$ cat src/rtl/addr_region_pkg.sv
package addr_region_pkg;
  localparam int REGION_N = 5;
  localparam int RG_NONE  = 0;
  localparam int RG_RAM   = 1;
  localparam int RG_ROM   = 2;
  localparam int RG_IO    = 3;
  localparam int RG_CTL   = 4;
  typedef logic [REGION_N-1:0] region_vec_t;
endpackage

$ cat src/rtl/region_classify.sv
module region_classify import addr_region_pkg::*; #(
  parameter logic [7:0]  MIRROR_SEGS = 8'b0011_0001,
  parameter int          RAM_PAGES   = 128,
  parameter logic [12:0] ROM_BASE    = 13'h1FC0,
  parameter int          ROM_PAGES   = 8,
  parameter logic [15:0] IO_PAGE     = 16'h1F80,
  parameter logic [15:0] IO_LO       = 16'h1000,
  parameter logic [15:0] IO_HI       = 16'h187F,
  parameter logic [15:0] CTL_PAGE    = 16'hFFFE
) (
  input  logic [31:0] addr,
  output region_vec_t sel
);
  localparam logic [12:0] RAM_LIM = 13'(RAM_PAGES);
  localparam logic [12:0] ROM_END = ROM_BASE + 13'(ROM_PAGES);

  logic [2:0]  seg;
  logic [12:0] low;
  logic [15:0] pg_off;
  logic fold_ok, ram_hit, rom_hit, io_hit, ctl_hit;

  assign seg     = addr[31:29];
  assign low     = addr[28:16];
  assign pg_off  = addr[15:0];
  assign fold_ok = MIRROR_SEGS[seg];

  assign ram_hit = fold_ok && (low < RAM_LIM);
  assign rom_hit = fold_ok && (low >= ROM_BASE) && (low < ROM_END);
  assign io_hit  = (addr[31:16] == IO_PAGE) && (pg_off >= IO_LO) && (pg_off <= IO_HI);
  assign ctl_hit = (addr[31:16] == CTL_PAGE);

  always_comb begin
    sel = '0;
    if (ram_hit)      sel[RG_RAM]  = 1'b1;
    else if (rom_hit) sel[RG_ROM]  = 1'b1;
    else if (io_hit)  sel[RG_IO]   = 1'b1;
    else if (ctl_hit) sel[RG_CTL]  = 1'b1;
    else              sel[RG_NONE] = 1'b1;
  end
endmodule

$ cat src/rtl/region_offset.sv
module region_offset import addr_region_pkg::*; #(
  parameter int          RAM_PAGES = 128,
  parameter int          ROM_PAGES = 8,
  parameter logic [12:0] ROM_BASE  = 13'h1FC0,
  parameter int          OFF_W     = 23
) (
  input  logic [12:0]     low,
  input  logic [15:0]     pg_off,
  input  region_vec_t     sel,
  output logic [OFF_W-1:0] off
);
  localparam int RAM_W = 16 + $clog2(RAM_PAGES);
  localparam int ROM_W = 16 + $clog2(ROM_PAGES);
  localparam logic [28:0] RAM_MASK = 29'((64'd1 << RAM_W) - 64'd1);
  localparam logic [28:0] ROM_MASK = 29'((64'd1 << ROM_W) - 64'd1);

  logic [12:0] rom_idx;
  logic [28:0] ram_full, rom_full, io_full;

  assign rom_idx  = low - ROM_BASE;
  assign ram_full = {low, pg_off} & RAM_MASK;
  assign rom_full = {rom_idx, pg_off} & ROM_MASK;
  assign io_full  = {13'd0, pg_off};

  always_comb begin
    off = '0;
    if (sel[RG_NONE] || sel[RG_CTL]) off = '0;
    else if (sel[RG_RAM])            off = OFF_W'(ram_full);
    else if (sel[RG_ROM])            off = OFF_W'(rom_full);
    else if (sel[RG_IO])             off = OFF_W'(io_full);
  end
endmodule

$ cat src/rtl/biu_lock.sv
module biu_lock #(
  parameter int          DATA_W   = 32,
  parameter logic [31:0] REG_ADDR = 32'hFFFE_0130,
  parameter logic [31:0] SET_A    = 32'h0000_0800,
  parameter logic [31:0] SET_B    = 32'h0000_0804,
  parameter logic [31:0] CLR_A    = 32'h0000_0000,
  parameter logic [31:0] CLR_B    = 32'h0001_E988,
  localparam int         BE_W     = DATA_W / 8
) (
  input  logic              clk,
  input  logic              rst_n,
  input  logic              wr_en,
  input  logic [31:0]       addr,
  input  logic [BE_W-1:0]   be,
  input  logic [DATA_W-1:0] wr_data,
  output logic              locked
);
  logic hit, do_set, do_clr;

  assign hit    = wr_en && (addr == REG_ADDR) && (&be);
  assign do_set = hit && ((wr_data == DATA_W'(SET_A)) || (wr_data == DATA_W'(SET_B)));
  assign do_clr = hit && ((wr_data == DATA_W'(CLR_A)) || (wr_data == DATA_W'(CLR_B)));

  always_ff @(posedge clk) begin
    if (!rst_n)      locked <= 1'b0;
    else if (do_set) locked <= 1'b1;
    else if (do_clr) locked <= 1'b0;
  end
endmodule

$ cat src/rtl/addr_region_dec.sv
module addr_region_dec import addr_region_pkg::*; #(
  parameter int          RAM_PAGES   = 128,
  parameter int          ROM_PAGES   = 8,
  parameter logic [12:0] ROM_BASE    = 13'h1FC0,
  parameter logic [7:0]  MIRROR_SEGS = 8'b0011_0001,
  parameter logic [15:0] IO_PAGE     = 16'h1F80,
  parameter logic [15:0] IO_LO       = 16'h1000,
  parameter logic [15:0] IO_HI       = 16'h187F,
  parameter logic [15:0] CTL_PAGE    = 16'hFFFE,
  parameter logic [15:0] CTL_OFF     = 16'h0130,
  parameter int          DATA_W      = 32,
  localparam int         BE_W        = DATA_W / 8,
  localparam int         OFF_W       = 16 + $clog2(RAM_PAGES)
) (
  input  logic                clk,
  input  logic                rst_n,
  input  logic [31:0]         addr,
  input  logic [BE_W-1:0]     be,
  input  logic                rd_en,
  input  logic                wr_en,
  input  logic [DATA_W-1:0]   wr_data,
  output logic [REGION_N-1:0] region_sel,
  output logic [OFF_W-1:0]    region_off,
  output logic                wr_block,
  output logic                rd_zero
);
  region_vec_t sel;
  logic        lock_q;

  region_classify #(
    .MIRROR_SEGS(MIRROR_SEGS), .RAM_PAGES(RAM_PAGES), .ROM_BASE(ROM_BASE),
    .ROM_PAGES(ROM_PAGES), .IO_PAGE(IO_PAGE), .IO_LO(IO_LO), .IO_HI(IO_HI),
    .CTL_PAGE(CTL_PAGE)
  ) u_classify (
    .addr(addr),
    .sel (sel)
  );

  region_offset #(
    .RAM_PAGES(RAM_PAGES), .ROM_PAGES(ROM_PAGES), .ROM_BASE(ROM_BASE), .OFF_W(OFF_W)
  ) u_offset (
    .low   (addr[28:16]),
    .pg_off(addr[15:0]),
    .sel   (sel),
    .off   (region_off)
  );

  biu_lock #(
    .DATA_W(DATA_W), .REG_ADDR({CTL_PAGE, CTL_OFF})
  ) u_lock (
    .clk    (clk),
    .rst_n  (rst_n),
    .wr_en  (wr_en),
    .addr   (addr),
    .be     (be),
    .wr_data(wr_data),
    .locked (lock_q)
  );

  assign region_sel = sel;
  // a write reaches a target only for I/O, or for RAM while unlocked
  assign wr_block = wr_en && !(sel[RG_IO] || (sel[RG_RAM] && !lock_q));
  assign rd_zero  = rd_en && (sel[RG_NONE] || sel[RG_CTL]);
endmodule

$ cat config.mk
export PLATFORM = sky130hd
export DESIGN_NAME = addr_region_dec
export DESIGN_NICKNAME = d
export VERILOG_FILES = /design/src/rtl/addr_region_pkg.sv /design/src/rtl/region_classify.sv /design/src/rtl/region_offset.sv /design/src/rtl/biu_lock.sv /design/src/rtl/addr_region_dec.sv
export SDC_FILE = /design/constraint.sdc
export NUM_CORES = 1
export LEC_CHECK = 0
export ABC_AREA = 1
export CAP_MARGIN = 20
export CELL_PAD_IN_SITES_DETAIL_PLACEMENT = 0
export CELL_PAD_IN_SITES_GLOBAL_PLACEMENT = 1
export CORE_MARGIN = 2
export CORE_UTILIZATION = 16
export DETAILED_ROUTE_END_ITERATION = 10
export HOLD_SLACK_MARGIN = 0.1
export MAX_ROUTING_LAYER = met4
export PLACE_DENSITY_LB_ADDON = 0.1
export SYNTH_ARGS = -nofsm -noshare
export SYNTH_HDL_FRONTEND = slang
export SYNTH_HIERARCHICAL = 1
export SYNTH_SLANG_ARGS = --single-unit
$ cat constraint.sdc
create_clock -name clk -period 1.7 [get_ports clk]
set_input_delay 0.34 -clock clk [delete_from_list [all_inputs] [get_ports clk]]
set_output_delay 0.34 -clock clk [all_outputs]
set_load 0.05 [all_outputs]
# After elaboration in Yosys (flattened, before gate mapping)
# Memories as Yosys holds them, arrays and structs flattened.
# Index checks and enable logic that the tools add are counted.
[word_totals] input_bits=72 rom_bits=8 latchBits=0 elab_cells=54 mem_bits_rw=0 mem_count=1 out_inout_bits=30 register_bits=1
[memory_table] memory="(no name shown)" depth=8 width=1 rd=1 rd_ports_with_merged_regs=0 wr=0 line="region_classify.sv:25" text="assign fold_ok = MIRROR_SEGS[seg];"
[op_classes] order_cmp=6 multipliers=0 reduce_logical=21 n_mux=18 n_shift=0 div=0 add_sub_neg=1 n_eq_ne=6 bitwise=0
[op_table] operator="23-bit two-way mux" count=3
[op_table] operator="32-bit by 12-bit equality test with 1-bit output (second input constant)" count=2
[op_table] operator="32-bit by 17-bit equality test with 1-bit output (second input constant)" count=1
[op_table] operator="32-bit equality test (second input constant)" count=1
[op_table] operator="32-bit logical NOT" count=1
[op_table] operator="16-bit by 13-bit equality test with 1-bit output (second input constant)" count=1
[op_table] operator="16-bit equality test (second input constant)" count=1
[op_table] operator="16-bit by 13-bit >= comparator with 1-bit output (second input constant)" count=1
[op_table] operator="16-bit by 13-bit less-or-equal comparator with 1-bit output (second input constant)" count=1
[op_table] operator="16-bit two-way mux" count=1
[op_table] operator="13-bit >= comparator (second input constant)" count=1
[op_table] operator="13-bit less-than comparator (second input constant)" count=1
[op_table] operator="13-bit by 8-bit less-than comparator with 1-bit output (second input constant)" count=1
[op_table] operator="1-bit logical AND" count=12
[op_table] operator="1-bit two-way mux" count=12
[op_table] operator="1-bit logical OR" count=4
[op_table] operator="3-bit by 4-bit less-than comparator with 1-bit output (second input constant)" count=1
[op_table] operator="4-bit AND reduction" count=1
[op_table] operator="3-bit two-way mux" count=1
[op_table] operator="3-bit by 1-bit subtractor with 3-bit output (second input constant)" count=1
[op_table] operator="1-bit logical NOT" count=2
[op_table] operator="2-bit two-way mux" count=1
[op_table] operator="2-bit nonzero test" count=1

# Longest topological paths before layout
# Gate-level depths: netlist of the first run.
[logic_depth] word_depth=10 ltp_mapped=12 ltp_nobuf=11

# Hierarchy
# The synthesis of the first run kept the hierarchy.
[by_module_without_submodules] mod="biu_lock" area_per_inst_um2=414.1 n_inst=1 cells_each=96 seq_area_each_um2=20.0
[by_module_without_submodules] mod="region_classify" area_per_inst_um2=316.6 n_inst=1 cells_each=72 seq_area_each_um2=0.0
[by_module_without_submodules] mod="region_offset" area_per_inst_um2=235.2 n_inst=1 cells_each=56 seq_area_each_um2=0.0
[by_module_without_submodules] mod="addr_region_dec" area_per_inst_um2=30.0 n_inst=1 cells_each=8 seq_area_each_um2=0.0

# Worst setup path after synthesis of the first run
# No wires, ideal clock.
[synth_path] path_type="in2out" from="input port addr[30]" to="output port region_off[10]" slack_ps=-2038 t_required_ps=1360 arrival_ps=3398 n_path_buf=1 stages=10 path_cell_list="inv_1 -> nand2_1 -> nor2_2 -> nand2_1 -> nor4_1 -> inv_1 -> nand2_2 -> nor2_4 -> buf_6 -> nor2_1"
[synth_via] elab_cells_between_ends=25 cone_classes="eq/ne (2); mux (16); reduce/logical (6); memory (1)"
[synth_lines] element="start, declared" line="addr_region_dec.sv:17" text="input logic [31:0] addr,"
[synth_lines] element="memory 8 x 1 bit *"
[synth_lines] element="1-bit two-way mux (implied by the code) *" line="region_classify.sv:25"
[synth_lines] element="1-bit logical AND (2 in a row)" line="region_classify.sv:28" text="assign rom_hit = fold_ok && (low >= ROM_BASE) && (low < ROM_END);"
[synth_lines] element="1-bit two-way mux" line="region_classify.sv:35" text="else if (rom_hit) sel[RG_ROM] = 1'b1;"
[synth_lines] element="3-bit two-way mux *" line="region_classify.sv:34" text="if (ram_hit) sel[RG_RAM] = 1'b1;"
[synth_lines] element="via region_sel[2]" line="addr_region_dec.sv:22" text="output logic [REGION_N-1:0] region_sel,"
[synth_lines] element="23-bit two-way mux *" line="region_offset.sv:29" text="else if (sel[RG_ROM]) off = OFF_W'(rom_full);"
[synth_lines] element="23-bit two-way mux *" line="region_offset.sv:28" text="else if (sel[RG_RAM]) off = OFF_W'(ram_full);"
[synth_lines] element="23-bit two-way mux *" line="region_offset.sv:27" text="if (sel[RG_NONE] || sel[RG_CTL]) off = '0;"
[synth_lines] element="end, declared" line="addr_region_dec.sv:23" text="output logic [OFF_W-1:0] region_off,"
# Mark *: on every way through the listed nets, which the timed path passes. The rest lies on a longest branch. The select of a mux whose other input is x is not followed.

# Final worst setup path of the first run
[layout_path] from="input port addr[16]" to="output port region_off[18]"
[layout_via] elab_chain_len=8 elab_cells_between_ends=25 cone_classes="add/sub (1); order compare (3); eq/ne (2); mux (13); reduce/logical (6)"
[layout_rtl] element="13-bit >= comparator / 16-bit by 13-bit equality test with 1-bit output (equally long branches)" line="region_classify.sv:28, region_classify.sv:29"
[layout_rtl] element="1-bit logical AND (on tied branches) (2 in a row)" line="region_classify.sv:28, region_classify.sv:29"
[layout_rtl] element="1-bit two-way mux (on tied branches)" line="region_classify.sv:35, region_classify.sv:36"
[layout_rtl] element="3-bit two-way mux (tied with other cells)" line="region_classify.sv:34"
[layout_rtl] element="23-bit two-way mux (tied with other cells)" line="region_offset.sv:29"
[layout_rtl] element="23-bit two-way mux / 1-bit logical OR (equally long branches)" line="region_offset.sv:28, region_offset.sv:27"
[layout_rtl] element="23-bit two-way mux *" line="region_offset.sv:27"
# Mark *: on every way between the ends. The rest lies on a longest branch, timed or not.

==> results of run 1 <==
==> layer usage <==
layer | vias to the layer above | GRT usage, % | part of all wire, %
met5 | - | - | 0
li1 | 975 | - | -
met2 | 59 | 26.8 | 52
met4 | 0 | 2.38 | 2.0
met3 | 8 | 0.895 | 4.3
met1 | 790 | 18.2 | 41
==> repair_timing <==
action,CTS,global route
pin swaps,30,50
gates cloned,3,1
hold buffers,0,0
setup endpoints to repair,31,30
buffers inserted,17,8
resized for setup,146,87
==> how the worst min path moves through the flow <==
stage / startpoint / slack [ns] / endpoint / cells past startpoint
5_1_grt: u_lock/locked / 0.49 / u_lock/locked / 2
2_1_floorplan: rst_n / 0.45 / u_lock/locked / 2
4_1_cts: u_lock/locked / 0.48 / u_lock/locked / 2
3_3_place_gp: u_lock/locked / 0.47 / u_lock/locked / 2
3_5_place_dp: u_lock/locked / 0.48 / u_lock/locked / 2
6_report: u_lock/locked / 0.47 / u_lock/locked / 2
==> synthesized netlist by cell type (2+ instances only) <==
cell type,n,area share [%]
nor2_1,80,30
nand2_1,71,27
inv_1,39,15
nand3_1,9,4.5
nand4_1,5,3.1
nor2_2,4,2.5
nand2_2,3,1.9
or2_0,3,1.9
buf_4,2,1.5
clkinv_1,2,0.75
nor2_4,2,2.3
nor3_2,2,2.0
==> power by group through the flow <==
stage / Sequential [W] / Clock (W) / Combinational, W
global placement: 0.0000240 / 0 / 0.000360
CTS: 0.0000240 / 0 / 0.000384
global route: 0.0000239 / 0 / 0.000463
detailed placement: 0.0000240 / 0 / 0.000361
floorplan: 0.0000240 / 0 / 0.000103
finish: 0.0000239 / 0 / 0.000426
==> worst max-delay path, delay by kind of cell <==
family,cells,cell delay [ns]
buf+inv,6,0.65
simple gates,8,0.82
==> cells by family after synthesis <==
logic type             after synthesis
buffers and inverters               46
AND/OR/NAND/NOR                    182
AO/OA/AOI/OAI                        3
flip-flops                           1
==> per-stage QoR <==
step	worst slack [ns]	instance area (um2)	hold WS, ns	cells
after global placement	-1.02	2860	0.471	432
after detailed placement	-1.06	2860	0.478	432
after CTS	-0.505	3210	0.478	450
final	-0.455	3430	0.472	451
after floorplan	-0.725	1290	0.449	232
after global routing	-0.538	3430	0.487	451
==> final cells by class <==
type / count / area [um2] / share of cell area, %
Tap cell: 75 / 93.8 / 2.73
Sequential cell: 1 / 20.0 / 0.583
Timing Repair Buffer: 148 / 1830 / 53.2
Multi-Input combinational cell: 185 / 1300 / 37.9
Inverter: 42 / 191 / 5.57
==> results.toml, run 1 <==
[outcome]
status = "finished, violations left"
violations = "negative setup slack"

[sta]
worst_pin_slew_ns = 0.222
timing.final.ws_setup_ns = -0.455
hold_viol = 0
setup_viol = 28
post-route-min-period_ns = 2.15
rsz0062_at_grt = "true"
finalSetupTns_ns = -10.41
finalMaxSlewViolations = 0
slew_headroom_pct = 85.2
fin_skew_ns = 0
max_freq_mhz = 464
finalCritPeriodShare_pct = 127

[pwr]
power_frac_clock_pct = 0
leakage_nw = 1.50
combPwrFrac_pct = 94.7
p_switching_w = 0.000177
intPower_w = 0.000273
ir_drop_uv = 82.7
power.density_nw_per_um2 = 131
p_sw_share_pct = 39.3
power.total_w = 0.000450
power_frac_seq_pct = 5.3

[synthesis]
syn_inst = 232
syn-num-nets = 304
synth_top_family_by_area = "simple AND/OR/NAND/NOR gates"
synth_warnings = 6
synth-simple-area-share_pct = 77.3
synth-adder-area-share_pct = 0
syn_area_um2 = 996
yosysSeqAreaShare_pct = 2.01
synth-seq-cells = 1
synth-xor-area-share_pct = 0
muxShareOfSynthArea_pct = 0
synth_edf_count = 0
syn_area_per_cell_um2 = 4.29
yosysUniqueCellTypes = 22
async_flop_share_pct = 0
synth_ff_type = "dfxtp_1"
synth_compound_area_share_pct = 1.76

[die]
die_w_um = 82.9
die_area_um2 = 6870
io_pins = 102
core.rowCount = 28
start_util_pct = 16.7
core_area_um2 = 5960
fp.dieH_um = 82.9

[layout]
final_nets = 450
diodes = 0
fill_cells = 568
drive_above_1_share_pct = 52.4
area_growth_pct = 245
largestRegisters = "u_lock/locked x1"
post-route-util_pct = 57.7
regMostFlops = "u_lock/locked"
largest_reg_flops = 1
final_cell_mix = "45 x clkdlybuf4s50_1, 44 x nand2_1, 43 x nor2_1, 35 x nor2_4, 35 x buf_12"
mostFrequentLayoutCell = "clkdlybuf4s50_1"

[critical_path]
cp.required_ns = 1.36
cpPeakStageDelay_ns = 0.15
crit_chain = "buf_8 > buf_6 > inv_2 > nand4_1 > nor2_2 > nand2_2 > nand3_2 > nor2_4 > nor2_4 > buf_12 > buf_12 > nand2_1 > nor2_2 > buf_12"
slowest_stage = "nor2_2"
rr_worst_depth = 2
worstSetupStartpoint = "addr[16]"
crit_path_end = "region_off[18]"
path_max_fanout = 5
worstSetupPathType = "primary input to output pin"
r2r_slack_ns = 1.14
cp-start-kind = "primary input"
r2r_end = "u_lock/locked"
worstPathArrival_ns = 1.81
path_common_cell = "buf_12"
worstReg2RegStart = "u_lock/locked"
endpoint_kind = "output pin"

[cts]
clkLatencyLatePin_ns = 0
clkTransAtPathRegs_ns = 0

[detailed_routing]
drc = 0
drtIter0Drc = 19
ant_nets = 0
vias_per_cell = 4.06
routed_wl_um = 5040
vias = 1832
firstDrtPassIters = 4
wire_per_inst_um = 11.2

[place]
io_buffers = 101
place_hpwl_um = 3940
gp_congestion = 0.858

[global_route]
grt_max_degree = 10
grt_pass1_vias = 1854
antenna_found_initial = 0
grt_usage_pct = 14.7
overflow = 0
grt_pass1_wl_um = 8420

[hold_path]
holdCritPathClass = "register to register"

[job]
cap_violations = 0
No activity file was read; power rests on OpenSTA's default activity.
==> inputs of run 2 (changes only) <==
--- a/config.mk
+++ b/config.mk
@@ -13,8 +13,7 @@
 export CORE_UTILIZATION = 16
 export DETAILED_ROUTE_END_ITERATION = 10
 export HOLD_SLACK_MARGIN = 0.1
-export MAX_ROUTING_LAYER = met4
-export PLACE_DENSITY_LB_ADDON = 0.1
+export PLACE_DENSITY_LB_ADDON = 0.08
 export SYNTH_ARGS = -nofsm -noshare
 export SYNTH_HDL_FRONTEND = slang
 export SYNTH_HIERARCHICAL = 1
==> run 2 against run 1 <==
  * Flip-flop and latch count unchanged
  * Register-to-register slack worse by 0.03 ns
  * Sequential share of layout area about the same
  * The run still ends with negative setup slack left
  * First-iteration DRC count up 11%
  * Critical path depth down 2
  * Hold slack better by 0.017 ns
  * Combinational power up 2%
  * Cell count up 1.1%
  * Highest routed layer unchanged
  * Largest cell class unchanged
  * Sequential power about the same
  * Via count up 1.9%
==> results.toml, run 2 (synthesized netlist as in run 1, its figures left out) <==
[outcome]
status = "finished, violations left"
violations = "negative setup slack"

[layout]
mostFrequentLayoutCell = "nand2_1"
regMostFlops = "u_lock/locked"
drive_above_1_share_pct = 55.6
area_growth_pct = 258
fill_cells = 535
largestRegisters = "u_lock/locked x1"
final_cell_mix = "40 x nand2_1, 38 x nor2_4, 37 x nor2_1, 33 x clkdlybuf4s50_1, 32 x buf_12"
multiInputGateArea_um2 = 1350
final_nets = 455
largest_reg_flops = 1
seq_area_um2 = 20.0
diodes = 0
post-route-util_pct = 59.9

[critical_path]
cp.required_ns = 1.36
worstReg2RegStart = "u_lock/locked"
r2r_slack_ns = 1.11
rr_worst_depth = 2
path_max_fanout = 3
worstPathArrival_ns = 1.78
r2r_end = "u_lock/locked"
cp-start-kind = "primary input"
worstSetupStartpoint = "addr[30]"
crit_path_end = "region_off[17]"
worstSetupPathType = "primary input to output pin"
endpoint_kind = "output pin"

[detailed_routing]
vias = 1866
wl_met1_um = 2100
met3_length_um = 245
highest-signal-layer = "met4"
drc = 0
routed-wl-met2_um = 2870
vias_per_cell = 4.09
ant_nets = 0
firstDrtPassIters = 4
wire_per_inst_um = 11.5
drtIter0Drc = 21
routed_wl_um = 5240

[sta]
hold_viol = 0
finalCritPeriodShare_pct = 125
slew_headroom_pct = 83.1
setup_viol = 28
rsz0062_at_grt = "true"
finalMaxSlewViolations = 0
timing.final.ws_setup_ns = -0.419
post-route-min-period_ns = 2.12
fin_skew_ns = 0
max_freq_mhz = 472
worst_pin_slew_ns = 0.252

[global_route]
antenna_found_initial = 0
grt_pass1_wl_um = 8510
overflow = 0
grt_max_degree = 8
grt_pass1_vias = 1840
grt_usage_pct = 14.5

[pwr]
leakage_nw = 1.66
power.density_nw_per_um2 = 128
power.total_w = 0.000457
ir_drop_uv = 94.6

[place]
pre_cts_ws_ns = -1.06
place_hpwl_um = 3930
gp_congestion = 0.826
io_buffers = 101

[job]
cap_violations = 0

[cts]
clkLatencyLatePin_ns = 0
clkTransAtPathRegs_ns = 0

[hold_path]
holdCritStartpoint = "u_lock/locked"
holdPathStages = 2
holdCritPathClass = "register to register"

[die]
die_w_um = 82.9
start_util_pct = 16.7
die_area_um2 = 6870
fp.dieH_um = 82.9
core.rowCount = 28
core_area_um2 = 5960
io_pins = 102
-- run 2: changes by cell type in the layout (fill, tap and decap cells not counted), moves of 4 or more --
cell / previous run / this run
clkbuf_2: 6 / 0
nand2_1: 44 / 40
nor2_1: 43 / 37
dlymetal6s2s_1: 1 / 13
buf_6: 23 / 28
nand2_4: 13 / 18
buf_4: 27 / 31
clkdlybuf4s50_1: 45 / 33
-- run 2: area by class of cell --
class / instances / area share, %
Tap cell: 75 / 2.63
Sequential cell: 1 / 0.561
Multi-Input combinational cell: 185 / 37.9
Inverter: 42 / 5.40
Timing Repair Buffer: 153 / 53.6
-- run 2: critical path, cell delays in order --
cell,delay (ns)
buf_8,0.10
inv_6,0.05
nand2_4,0.05
nor2_4,0.17
nand2_2,0.09
nor4_4,0.18
inv_1,0.10
nand2_2,0.11
buf_4,0.13
clkinvlp_4,0.15
nor2_4,0.15
buf_12,0.14
-- run 2: through the flow --
step	cell area [um2]	std cells	TNS, ns	hold slack [ns]
after floorplan	1290	232	-14.66	0.449
after global placement	2890	434	-27.67	0.471
after detailed placement	2890	434	-27.92	0.489
after CTS	3410	450	-9.56	0.490
after global routing	3570	456	-11.91	0.529
final	3570	456	-9.99	0.489
-- run 2: what timing repair did --
action / 4_1_cts / 5_1_grt
resized for setup: 219 / 38
endpoints found under the setup margin: 31 / 29
hold buffers: 0 / 0
pin swaps: 56 / 30
buffers inserted: 17 / 8
cloned: 4 / 0
-- run 2: worst min-delay path by stage --
| stage | endpoint |
|---|---|
| after detailed placement | u_lock/locked |
| after CTS | u_lock/locked |
| final | u_lock/locked |
| after global routing | u_lock/locked |
| after floorplan | u_lock/locked |
| after global placement | u_lock/locked |
-- run 2: metal layers --
| layer | track usage (%) | vias up |
|---|---|---|
| met3 | 1.49 | 2 |
| li1 | - | 990 |
| met2 | 28.8 | 57 |
| met5 | 0 | - |
| met4 | 0 | 0 |
| met1 | 17.6 | 817 |
-- run 2: power by group --
part / switching [W] / internal, W / leakage [nW]
Sequential: 0 / 0.0000239 / 0.00805
Clock: 0 / 0 / 0
Combinational: 0.000182 / 0.000251 / 1.65
==> inputs of run 3 (changes only) <==
--- a/config.mk
+++ b/config.mk
@@ -7,10 +7,9 @@
 export LEC_CHECK = 0
 export ABC_AREA = 1
 export CAP_MARGIN = 20
-export CELL_PAD_IN_SITES_DETAIL_PLACEMENT = 0
-export CELL_PAD_IN_SITES_GLOBAL_PLACEMENT = 1
 export CORE_MARGIN = 2
-export CORE_UTILIZATION = 16
+export CORE_UTILIZATION = 29
+export CTS_CLUSTER_DIAMETER = 40
 export DETAILED_ROUTE_END_ITERATION = 10
 export HOLD_SLACK_MARGIN = 0.1
 export PLACE_DENSITY_LB_ADDON = 0.08
==> run 3 against run 2 <==
  * The flow now stops in global routing
  * Synthesized cell count unchanged
  * Area after synthesis unchanged
==> results.toml, run 3 <==
[outcome]
status = "did not finish"
stop_stage = "global routing"
stop_error = "[ERROR GRT-0232] Routing congestion too high. Check the congestion heatmap in the GUI."

[synthesis]
syn_area_per_cell_um2 = 4.29
synth_top_area_cell = "nor2_1"
syn-num-nets = 304
synth_warnings = 6
synth-seq-cells = 1
synthTopCellsByCount = "80 x nor2_1, 71 x nand2_1, 39 x inv_1, 9 x nand3_1, 5 x nand4_1"
synthTopCellsByArea = "nor2_1 30%, nand2_1 27%, inv_1 15%"
yosysTopAreaCellShare_pct = 30.2
async_flop_share_pct = 0
yosysSeqAreaShare_pct = 2.01
syn_inst = 232
synth_edf_count = 0
yosys.cell_count.top_type = "nor2_1"
yosysUniqueCellTypes = 22
syn_area_um2 = 996
synth_ff_type = "dfxtp_1"

[place]
io_buffers = 101
place_hpwl_um = 4130
placed_area_um2 = 2830
pre_cts_ws_ns = -1.02
gp_congestion = 0.888

[die]
start_util_pct = 30.1
die_w_um = 62.6
core.rowCount = 21
io_pins = 102
fp.dieH_um = 62.6

[sta]
crit_endpoint = "region_off[21]"
endpoint_type = "output port"

[global_route]
grt_max_degree = 8
grt_usage_pct = 71.9
overflow = 112

[cts]
postCtsHoldBufs = 0
## run 3: stage by stage
stage	hold slack [ns]	TNS (ns)	std cells
CTS	0.474	-9.63	417
detailed placement	0.472	-26.53	404
global placement	0.467	-24.94	404
floorplan	0.449	-14.66	232
## run 3: per-layer routing
metal	global-route usage (%)	GRT overflow
met5	0	0
met4	89.4	44
met3	43.8	0
met2	98.1	68
met1	66.3	0
## run 3: cells by family after synthesis
logic type / Yosys count / synth area share, %
AOI/OAI and AO/OA: 3 / 1.76
and+or+nand+nor: 182 / 77.3
DFF: 1 / 2.01
buffers and inverters: 46 / 19.0
## run 3: what timing repair did
action / in CTS
resized for setup: 149
cloned: 2
buffers inserted: 13
pin swaps: 46
endpoints found under the setup margin: 31
==> inputs of run 4 (changes only) <==
--- a/config.mk
+++ b/config.mk
@@ -7,12 +7,10 @@
 export LEC_CHECK = 0
 export ABC_AREA = 1
 export CAP_MARGIN = 20
-export CORE_MARGIN = 2
-export CORE_UTILIZATION = 29
-export CTS_CLUSTER_DIAMETER = 40
+export CORE_AREA = 2 2 63 65
 export DETAILED_ROUTE_END_ITERATION = 10
-export HOLD_SLACK_MARGIN = 0.1
-export PLACE_DENSITY_LB_ADDON = 0.08
+export DIE_AREA = 0 0 65 67
+export PLACE_DENSITY_LB_ADDON = 0.15
 export SYNTH_ARGS = -nofsm -noshare
 export SYNTH_HDL_FRONTEND = slang
 export SYNTH_HIERARCHICAL = 1
==> run 4 against run 3 <==
  * The flow now finishes, with violations (negative setup slack)
==> results.toml, run 4 (synthesized netlist as in run 1, its figures left out) <==
[layout]
regMostFlops = "u_lock/locked"
largest_reg_flops = 1
fill_cells = 92
final_cell_mix = "39 x nor2_4, 38 x nand2_1, 36 x buf_4, 31 x buf_12, 28 x inv_1"
multiInputGateArea_um2 = 1350
largestRegisters = "u_lock/locked x1"
seq_area_um2 = 20.0
instances_no_fill = 429
final_nets = 454
post-route-util_pct = 95.6
drive_above_1_share_pct = 59.7
area_growth_pct = 246
mostFrequentLayoutCell = "nor2_4"

[die]
start_util_pct = 27.6
core.rowCount = 22
die_w_um = 65
core_area_um2 = 3610
fp.dieH_um = 67
io_pins = 102
die_area_um2 = 4360

[detailed_routing]
vias = 2378
wire_per_inst_um = 21.4
ant_nets = 0
drtIter0Drc = 236
drc = 0
routed_wl_um = 9200
vias_per_cell = 5.54
firstDrtPassIters = 5

[place]
io_buffers = 101
place_hpwl_um = 4110
place_inst = 402
gp_congestion = 0.903

[global_route]
grt_use_met2_pct = 65.6
grt_max_degree = 10
grt_busiest_layer = "met2"
grt_usage_pct = 32.9
grt_pass1_vias = 2247
grt_pass1_wl_um = 11000
overflow = 0
met1_usage_pct = 33.4
antenna_found_initial = 0
use_met3_pct = 4.56

[pwr]
ir_drop_uv = 131
combPwrFrac_pct = 95.2
power.total_w = 0.000495
power_frac_clock_pct = 0
leakage_nw = 1.67
p_switching_w = 0.000232
p_sw_share_pct = 46.9
power_frac_seq_pct = 4.8
power.density_nw_per_um2 = 144
intPower_w = 0.000263

[sta]
timing.final.ws_setup_ns = -0.625
finalCritPeriodShare_pct = 137
finalMaxSlewViolations = 0
whs_ns = 0.500
finalSetupTns_ns = -14.93
max_freq_mhz = 430
worst_pin_slew_ns = 0.287
fin_skew_ns = 0
slew_headroom_pct = 80.9
setup_viol = 31
rsz0062_at_grt = "true"
post-route-min-period_ns = 2.32
hold_viol = 0

[critical_path]
cp-start-kind = "primary input"
path_max_fanout = 5
worstSetupPathType = "primary input to output pin"
rr_worst_depth = 2
endpoint_kind = "output pin"
worstReg2RegStart = "u_lock/locked"
worstPathArrival_ns = 1.98
r2r_end = "u_lock/locked"
r2r_slack_ns = 1.05
cp.required_ns = 1.36

[outcome]
status = "finished, violations left"
violations = "negative setup slack"

[cts]
clkTransAtPathRegs_ns = 0
clkLatencyLatePin_ns = 0
postCtsHoldBufs = 0

[hold_path]
holdPathStages = 2
holdCritPathClass = "register to register"
holdPathEnd = "u_lock/locked"
holdCritStartpoint = "u_lock/locked"

[job]
cap_violations = 0
run 4: stage by stage:
stage / worst slack, ns / area (um2)
after floorplan: -0.725 / 1290
after global placement: -1.00 / 2820
after detailed placement: -1.03 / 2820
after CTS: -0.470 / 3210
after global routing: -0.651 / 3450
final: -0.625 / 3450
run 4: power groups by stage:
stage / Combinational [W] / Sequential [W] / Clock [W]
after detailed placement: 0.000362 / 0.0000240 / 0
after floorplan: 0.000103 / 0.0000240 / 0
after global routing: 0.000486 / 0.0000239 / 0
after global placement: 0.000354 / 0.0000240 / 0
final: 0.000471 / 0.0000239 / 0.0000000000787
after CTS: 0.000393 / 0.0000240 / 0
run 4: repair_timing:
item                                    in CTS  in global routing
gates resized for setup                    167                 98
pin swaps                                   42                 64
setup buffers                               21                 12
gates cloned                                 3                  0
endpoints found under the hold margin        0                  0
endpoints found under the setup margin      31                 29
run 4: cell type report:
cell class	count	share of cell area, %
inverters	42	5.37
multi-input cells	185	39.0
repair buffers	152	53.2
flip-flops and latches	1	0.581
well taps	48	1.74
diodes	1	0.0726
run 4: how the worst max path moves through the flow:
stage	startpoint	end	slack (ns)	cells after the start
after floorplan	addr[21]	region_off[10]	-0.73	10
after global placement	addr[26]	region_off[19]	-1.00	13
after detailed placement	addr[24]	region_off[4]	-1.03	10
after CTS	addr[29]	region_off[17]	-0.47	16
after global routing	addr[13]	region_off[14]	-0.65	13
final	addr[14]	region_off[14]	-0.62	13
run 4: critical path: stages:
cell,delay (ns)
buf_4,0.13
nor2_4,0.16
nand3_2,0.12
nor2_4,0.15
nand2_2,0.09
nor2_4,0.15
nor2_4,0.07
nor2_4,0.15
buf_6,0.14
buf_8,0.13
nand2_2,0.08
nor2_4,0.13
buf_12,0.14
run 4: routing by layer:
metal | wire (um) | up-vias
li1 | - | 984
met1 | 3100 | 1114
met2 | 4710 | 209
met3 | 794 | 71
met4 | 602 | 0
met5 | 0 | -
